[src/rtl/nrr_pkg.sv]
package nrr_pkg;
  // Result codes; code minus one is the offset into the client's exception table
  typedef enum logic [2:0] {
    ST_OK     = 3'd0,
    ST_OVF    = 3'd1,
    ST_UNF    = 3'd3,
    ST_DIVERR = 3'd5,
    ST_MEMERR = 3'd7
  } nrr_status_e;

  typedef enum logic [1:0] {
    PH_IDLE   = 2'd0,
    PH_SHIFT  = 2'd1,
    PH_FINISH = 2'd2
  } nrr_phase_e;
endpackage

[src/rtl/nrr_shift_step.sv]
module nrr_shift_step #(
  parameter int FRAC_W = 35
) (
  input  logic [FRAC_W-1:0] frac_i,
  input  logic [FRAC_W-1:0] ext_i,
  output logic [FRAC_W-1:0] frac_o,
  output logic [FRAC_W-1:0] ext_o,
  output logic              lead_o,
  output logic              zero_o
);
  // One-bit left shift of the joined pair; extension MSB enters the primary LSB
  assign {frac_o, ext_o} = {frac_i[FRAC_W-2:0], ext_i, 1'b0};
  assign lead_o          = frac_i[FRAC_W-1];
  assign zero_o          = ~|{frac_i, ext_i};
endmodule

[src/rtl/nrr_round_range.sv]
module nrr_round_range
  import nrr_pkg::*;
#(
  parameter int FRAC_W = 35,
  parameter int EXP_W  = 18,
  parameter int EW     = 26
) (
  input  logic [FRAC_W-1:0]    frac_i,
  input  logic signed [EW-1:0] exp_i,
  input  logic                 ext_lead_i,
  input  logic                 round_req_i,
  input  logic                 no_round_i,
  output logic [FRAC_W-1:0]    frac_o,
  output logic signed [EW-1:0] exp_o,
  output logic                 guard_o,
  output logic [2:0]           status_o
);
  localparam logic signed [EW-1:0] EMAX = {{(EW-EXP_W+1){1'b0}}, {(EXP_W-1){1'b1}}};
  localparam logic signed [EW-1:0] EMIN = {{(EW-EXP_W+1){1'b1}}, {(EXP_W-1){1'b0}}};
  localparam logic signed [EW-1:0] ONE  = {{(EW-1){1'b0}}, 1'b1};
  localparam logic [FRAC_W-1:0]    TOP  = {1'b1, {(FRAC_W-1){1'b0}}};

  logic              rnd_hit;
  logic              bump;
  logic [FRAC_W:0]   sum;
  logic signed [EW-1:0] e_fin;

  always_comb begin
    rnd_hit = round_req_i & ext_lead_i;
    bump    = rnd_hit & ~no_round_i;
    sum     = {1'b0, frac_i} + {{FRAC_W{1'b0}}, bump};
    if (sum[FRAC_W]) begin
      frac_o = TOP;
      e_fin  = exp_i + ONE;
    end else begin
      frac_o = sum[FRAC_W-1:0];
      e_fin  = exp_i;
    end
    exp_o   = e_fin;
    guard_o = rnd_hit;
    if (e_fin > EMAX)      status_o = ST_OVF;
    else if (e_fin < EMIN) status_o = ST_UNF;
    else                   status_o = ST_OK;
  end
endmodule

[src/rtl/nrr_unit.sv]
module nrr_unit
  import nrr_pkg::*;
#(
  parameter int FRAC_W = 35,
  parameter int EXP_W  = 18
) (
  input  logic              clk,
  input  logic              rst,
  input  logic              start,
  input  logic              no_norm,
  input  logic              no_round,
  input  logic              round_req,
  input  logic [FRAC_W-1:0] frac_in,
  input  logic [FRAC_W-1:0] ext_in,
  input  logic [EXP_W-1:0]  exp_in,
  input  logic              sign_in,
  output logic              done,
  output logic [FRAC_W-1:0] frac_out,
  output logic [FRAC_W-1:0] ext_out,
  output logic [EXP_W-1:0]  exp_out,
  output logic              sign_out,
  output logic              guard,
  output logic [2:0]        status
);
  localparam int LIMIT = 2 * FRAC_W;
  localparam int CNT_W = $clog2(LIMIT + 1);
  localparam int EW    = EXP_W + CNT_W + 1;
  localparam logic signed [EW-1:0] ONE = {{(EW-1){1'b0}}, 1'b1};

  nrr_phase_e           phase;
  logic [FRAC_W-1:0]    work_frac, work_ext;
  logic signed [EW-1:0] work_exp;
  logic                 work_sign;
  logic [CNT_W-1:0]     step_cnt;
  logic                 cfg_nonorm, cfg_noround, cfg_rndreq;

  logic [FRAC_W-1:0]    sh_frac, sh_ext;
  logic                 sh_lead, sh_zero;
  logic [FRAC_W-1:0]    rr_frac;
  logic signed [EW-1:0] rr_exp;
  logic                 rr_guard;
  logic [2:0]           rr_status;

  nrr_shift_step #(.FRAC_W(FRAC_W)) u_step (
    .frac_i (work_frac),
    .ext_i  (work_ext),
    .frac_o (sh_frac),
    .ext_o  (sh_ext),
    .lead_o (sh_lead),
    .zero_o (sh_zero)
  );

  nrr_round_range #(.FRAC_W(FRAC_W), .EXP_W(EXP_W), .EW(EW)) u_rr (
    .frac_i      (work_frac),
    .exp_i       (work_exp),
    .ext_lead_i  (work_ext[FRAC_W-1]),
    .round_req_i (cfg_rndreq),
    .no_round_i  (cfg_noround),
    .frac_o      (rr_frac),
    .exp_o       (rr_exp),
    .guard_o     (rr_guard),
    .status_o    (rr_status)
  );

  always_ff @(posedge clk) begin
    if (rst) begin
      phase       <= PH_IDLE;
      work_frac   <= '0;
      work_ext    <= '0;
      work_exp    <= '0;
      work_sign   <= 1'b0;
      step_cnt    <= '0;
      cfg_nonorm  <= 1'b0;
      cfg_noround <= 1'b0;
      cfg_rndreq  <= 1'b0;
      done        <= 1'b0;
      frac_out    <= '0;
      ext_out     <= '0;
      exp_out     <= '0;
      sign_out    <= 1'b0;
      guard       <= 1'b0;
      status      <= ST_OK;
    end else begin
      done <= 1'b0;
      case (phase)
        PH_IDLE: begin
          if (start) begin
            work_frac   <= frac_in;
            work_ext    <= ext_in;
            work_exp    <= {{(EW-EXP_W){exp_in[EXP_W-1]}}, exp_in};
            work_sign   <= sign_in;
            cfg_nonorm  <= no_norm;
            cfg_noround <= no_round;
            cfg_rndreq  <= round_req;
            step_cnt    <= '0;
            phase       <= PH_SHIFT;
          end
        end
        PH_SHIFT: begin
          if (cfg_nonorm) begin
            phase <= PH_FINISH;
          end else if (sh_zero) begin
            work_sign <= 1'b0;
            work_exp  <= '0;
            phase     <= PH_FINISH;
          end else if (sh_lead || step_cnt == CNT_W'(LIMIT)) begin
            phase <= PH_FINISH;
          end else begin
            work_frac <= sh_frac;
            work_ext  <= sh_ext;
            work_exp  <= work_exp - ONE;
            step_cnt  <= step_cnt + CNT_W'(1);
          end
        end
        PH_FINISH: begin
          frac_out <= rr_frac;
          ext_out  <= work_ext;
          exp_out  <= rr_exp[EXP_W-1:0];
          sign_out <= work_sign;
          guard    <= rr_guard;
          status   <= rr_status;
          done     <= 1'b1;
          phase    <= PH_IDLE;
        end
        default: phase <= PH_IDLE;
      endcase
    end
  end
endmodule

[config.mk]
export PLATFORM = sky130hd
export DESIGN_NAME = nrr_unit
export DESIGN_NICKNAME = d
export VERILOG_FILES = /design/src/rtl/nrr_pkg.sv /design/src/rtl/nrr_shift_step.sv /design/src/rtl/nrr_round_range.sv /design/src/rtl/nrr_unit.sv
export SDC_FILE = /design/constraint.sdc
export NUM_CORES = 1
export LEC_CHECK = 0
export ABC_CLOCK_PERIOD_IN_PS = 2800
export CORE_ASPECT_RATIO = 1.1
export CORE_MARGIN = 4
export CORE_UTILIZATION = 25
export CTS_BUF_LIST = sky130_fd_sc_hd__clkbuf_8 sky130_fd_sc_hd__clkbuf_16
export CTS_CLUSTER_DIAMETER = 200
export CTS_CLUSTER_SIZE = 28
export DETAILED_ROUTE_END_ITERATION = 8
export GPL_TIMING_DRIVEN = 0
export HOLD_SLACK_MARGIN = 0.02
export PLACE_DENSITY = 0.43
export SLEW_MARGIN = 0
export SYNTH_ARGS = -nofsm -noshare
export SYNTH_HDL_FRONTEND = slang
export SYNTH_SLANG_ARGS = --single-unit
[constraint.sdc]
create_clock -name clk -period 2.8 [get_ports clk]
set_input_delay 0.42 -clock clk [delete_from_list [all_inputs] [get_ports clk]]
set_output_delay 0.42 -clock clk [all_outputs]
set_load 0.01 [all_outputs]
After elaboration in Yosys (flattened, before gate mapping) --
Index checks and enable logic that the tools add are counted.
Storage, ports and cells: flip-flop bits (word level) 203, word-level logic and storage cells 78
Cells by class: add/sub/neg operators 4, $lt $le $gt $ge 2, eq/ne operators 10, mux-type cells 34, bitwise logic cells 3, reduce and logical (&&, ||, !) cells 9
Operator list (count):
- $mux W35 | 9
- $pmux W35 S2 | 2
- $mux W26 | 5
- $reduce_or A70 Y1 | 1
- $pmux W26 S2 | 1
- $add A35 B1 Y36 | 1
- $mux W7 | 4
- $add A26 B2 Y26 const B | 1
- $gt A26 B18 Y1 const B | 1
- $lt A26 B18 Y1 const B | 1
- $sub A26 B2 Y26 const B | 1
- $pmux W7 S2 | 1
- $mux W2 | 5
- $ne A2 B2 Y1 const B | 4
- $reduce_and A4 Y1 | 2
- $add A7 B1 Y7 const B | 1
- $eq A7 B7 Y1 const B | 1
- $reduce_and A5 Y1 | 1
- $mux W1 | 4
- $ne A4 B4 Y1 const B | 1
- $pmux W2 S2 | 1
- $reduce_and A2 Y1 | 2
- $mux W3 | 1
- $ne A3 B3 Y1 const B | 1
- other kinds (9) | 10

Depth between registers and ports, before layout --
word-level depth 7, gate-level depth with buffers 11

Modules after synthesis --
From an unflattened synthesis, not the netlist that was laid out.
Unflattened totals: cells, all modules 1416, area total of the unflattened synthesis 11099.4 um^2
By module, submodules not included:
- nrr_unit | instances 1, cells each 1092, area each 8907.3 um^2, sequential area each 4063.9 um^2
- nrr_round_range | instances 1, cells each 229, area each 1496.4 um^2, sequential area each 0.0 um^2
- nrr_shift_step | instances 1, cells each 95, area each 695.7 um^2, sequential area each 0.0 um^2

Least setup slack after synthesis --
No wires, ideal clock.
path kind register to register, start register work_ext[34], end register exp_out[14], setup time 0.091 ns, data arrival time 2.384 ns, data required time 2.709 ns, path slack 0.325 ns, cell stages (with the launch flop) 11, clock period less this slack 2.475 ns, cell sequence dfxtp_1 -> nand2_1 -> nor2_1 -> ha_1 -> nand3_2 -> nor4_4 -> and3_1 -> buf_4 -> nand3_4 -> or3_1 -> a311oi_1
On the way: cells in the longest elaborated chain, start to end 4
Ends and longest elaborated chain:
- start: declaration | line nrr_unit.sv:31 | logic [FRAC_W-1:0] work_frac, work_ext;
- start signal: assignment | line nrr_unit.sv:89 | work_ext <= ext_in;
- start signal: assignment | line nrr_unit.sv:110 | work_ext <= sh_ext;
- $and A1 B1 Y1 | line nrr_round_range.sv:29 | rnd_hit = round_req_i & ext_lead_i;
- $and A1 B1 Y1 | line nrr_round_range.sv:30 | bump = rnd_hit & ~no_round_i;
- $add A35 B1 Y36 | line nrr_round_range.sv:31 | sum = {1'b0, frac_i} + {{FRAC_W{1'b0}}, bump};
- $mux W26 | line nrr_round_range.sv:32 | if (sum[FRAC_W]) begin
- end signal: assignment | line nrr_unit.sv:118 | exp_out <= rr_exp[EXP_W-1:0];
- end: declaration | line nrr_unit.sv:20 | output logic [EXP_W-1:0] exp_out,
No other way between the ends. A chain may end at the register's enable or synchronous reset.

Final worst setup path --
start register work_frac[19], end register status[0]
On the way: cells in the longest elaborated chain, start to end 5, elaborated cells between the ends (all ways) 6, classes of those cells 1 x add/sub; 2 x order compare; 3 x mux
Ends and longest elaborated chain:
- start: declaration | line nrr_unit.sv:31
- start signal: assignment | line nrr_unit.sv:88 | work_frac <= frac_in;
- start signal: assignment | line nrr_unit.sv:109 | work_frac <= sh_frac;
- $add A35 B1 Y36 * | line nrr_round_range.sv:31
- $mux W26 * | line nrr_round_range.sv:32
- $lt A26 B18 Y1 | line nrr_round_range.sv:42 | else if (e_fin < EMIN) status_o = ST_UNF;
- $mux W2 | line nrr_round_range.sv:42
- $mux W3 * | line nrr_round_range.sv:41 | if (e_fin > EMAX) status_o = ST_OVF;
- end signal: assignment | line nrr_unit.sv:121 | status <= rr_status;
- end: declaration | line nrr_unit.sv:23 | output logic [2:0] status
Mark *: on every way between the ends. The rest lies on a longest branch, timed or not.

==> summary.txt <==
CTS
  – Clk buf depth: 3
  – Htree depth: 1
  – CTS root buf: clkbuf_16
  – Post-CTS Hold Buffers: 0
  – CTS buffer count: 11
  – CTS tree: yes
  – Worst-Skew Late Latency: 0.49 ns
  – CTS Sinks: 202
  – Clk pin slew, worst setup/hold paths: 0.12 ns

Detailed routing
  – Detailed Routing Iterations Pass 1: 5
  – Via Count: 10500
  – Routed WL: 43.4 mm
  – Drt wl/cell: 20.9 um
  – Antenna Nets Post-Route: 0
  – DR iter-0 viols: 761
  – DRC viols: 0
  – Vias per Instance: 5.03

Die
  – Die W: 203 um
  – FP Rows: 78
  – Die Area: 45200 um2
  – Initial core utilization: 0.254
  – Die outline height: 223 um
  – Ports: 189
  – Core area: 41300 um2

Pwr
  – Power consumption: 7.98 mW
  – Leakage power: 4.57 nW
  – Worst VDD drop: 338 uV
  – Pwr/cell area: 581 nW/um2

Placement
  – Post-place setup slack: -0.779 ns
  – GP Congestion: 0.848
  – Post-DP HPWL: 32.9 mm
  – # port buffers: 186

Synthesis
  – Number of synthesized flops with an enable pin: 0
  – Post-Synthesis Cell Area: 10500 um2
  – Synth top area cells: dfxtp_1 39%, nand2_1 10%, a311oi_2 9.9%, nor2_1 6.2%, a21oi_1 3.4%
  – Sequential area share after synthesis: 0.386
  – Ys flop type: dfxtp_1
  – YS warnings: 0
  – Synth async-reset ratio: 0
  – Post-Syn Nets: 1413
  – Top-count cell post-synth: nand2_1
  – Yosys reg bits: 202
  – Netlist cell types: 60
  – Mean post-synth cell area: 7.98 um2
  – Largest area contributor in the netlist: dfxtp_1
  – Synth top area share: 0.386
  – Commonest cells in the netlist: 281 x nand2_1, 202 x dfxtp_1, 174 x nor2_1
  – Synth Instances: 1312

Setup path
  – CP startpoint kind: flop
  – CP arrival: 3.13 ns
  – Kind of critical path: flop to flop
  – Crit end category: flop
  – CP Data Required Time: 3.23 ns
  – Critical path peak fanout: 8

STA
  – Final max-slew violation count: 0
  – RSZ-0062 raised after global routing: true
  – Hold WS: 0.461 ns
  – Measured slew at the worst slew-check pin: 0.959 ns
  – Tcrit/Tclk final: 0.967
  – Setup WS post-layout: 0.0919 ns
  – Rel. slew slack: 0.361
  – Fmax: 0.369 GHz
  – Final setup vio count: 0
  – Fin crit period: 2.71 ns
  – Final Hold Fails: 0
  – Final Skew: 0.0374 ns

Global route
  – Total gr overflow: 0
  – Initial antenna violation count: 0
  – All-Layer GR Usage: 0.183
  – First-pass GRT wire length: 64.7 mm
  – Vias in the first global route: 10300
  – Largest net degree at the start of global routing: 29

Layout
  – P&R area growth vs syn: 31.3%
  – Final Net Count: 1622
  – Final antenna diode count: 0
  – Layout cells sized above 1: 0.124

Min path
  – Hold Crit Class: flop to flop

Status
  – Status: finished, final reports clean

Run
  – Maxcap violations: 0
## state kept, by name, summed over array words and instances (netlist names)
register and cells:
cfg_noround 1, guard 1, cfg_rndreq 1, work_sign 1
exp_out 18, work_ext 35, frac_out 35, status 2
done 1, sign_out 1, cfg_nonorm 1, work_frac 35
work_exp 26, step_cnt 7, ext_out 35, phase 2
## worst paths after layout
| kind | start | endpoint | slack [ns] | cells past startpoint |
|---|---|---|---|---|
| worst min-delay path | ext_out[11]$_SDFFE_PP0P_ | ext_out[11]$_SDFFE_PP0P_ | 0.46 | 2 |
| worst max-delay path | work_frac[19]$_SDFFE_PP0P_ | status[0]$_SDFFE_PP0P_ | 0.09 | 8 |
| worst min register to register | ext_out[11]$_SDFFE_PP0P_ | ext_out[11]$_SDFFE_PP0P_ | 0.46 | 2 |
| worst max register to register | work_frac[19]$_SDFFE_PP0P_ | status[0]$_SDFFE_PP0P_ | 0.09 | 8 |
## timing repair
action	CTS	global route
buffers inserted	8	11
pin swaps	6	12
gates resized for setup	24	42
setup endpoints to repair	130	119
## logic make-up (layout without fill, tap and decap cells)
logic type | after synthesis | count (layout) | share of synthesized area
AOI/OAI and AO/OA | 270 | 270 | 0.220
xor gates and xnor gates | 51 | 51 | 0.0427
adders and majority gates | 6 | 6 | 0.00717
buffers and inverters | 133 | 341 | 0.0562
DFF | 202 | 202 | 0.386
muxes | 6 | 6 | 0.00574
other | 1 | 1 | 0.000358
and+or+nand+nor | 643 | 643 | 0.281
## through the flow
stage	instances	setup TNS, ns	utilization	cell area (um2)
6_report	2080	0	0.333	13700
3_3_place_gp	2058	-78.52	0.316	13000
3_5_place_dp	2058	-73.08	0.316	13000
5_1_grt	2080	-0.0618	0.333	13700
4_1_cts	2073	-0.0210	0.327	13500
2_1_floorplan	1312	0	-	10500
## routing by layer
metal	routed length (um)	track usage	vias up
li1	-	-	5052
met1	19700	0.252	5012
met2	20300	0.300	339
met3	2250	0.0264	52
met4	1220	0.0520	0
met5	0	0	-
## worst max-delay path, stage by stage, from the launching register on
cell      delay [ns]
dfxtp_1         0.59
nand4_1         0.40
or3_1           0.57
nor4_4          0.28
buf_4           0.19
and3_1          0.17
o221ai_2        0.14
o211a_1         0.18
a31oi_1         0.15
## where the power goes
part           internal (mW)  switching (mW)
clock network          0.739            1.07
logic                   1.02            1.55
registers               3.18           0.439
## area by class of cell
class	count	area (um2)
Sequential cell	202	4060
Inverter	13	48.8
Timing Repair Buffer	205	2010
Clock buffer	11	275
Clock inverter	1	30.0
Multi-Input combinational cell	977	6110
Buffer	111	518
Fill cell	4406	27500
Tap cell	560	701
## placed cells by master, fill, tap and decap left out, types with 27 or more instances in the layout
cell type        count
a211oi_1            36
nand2_1            280
dfxtp_1            195
clkbuf_1            71
a21oi_1             70
a311oi_2            69
o21ai_0             29
nor2_1             170
nand3_1             30
clkdlybuf4s50_1    186
xnor2_1             27
nand4_1             35
Power figures use the tool's default switching activity.
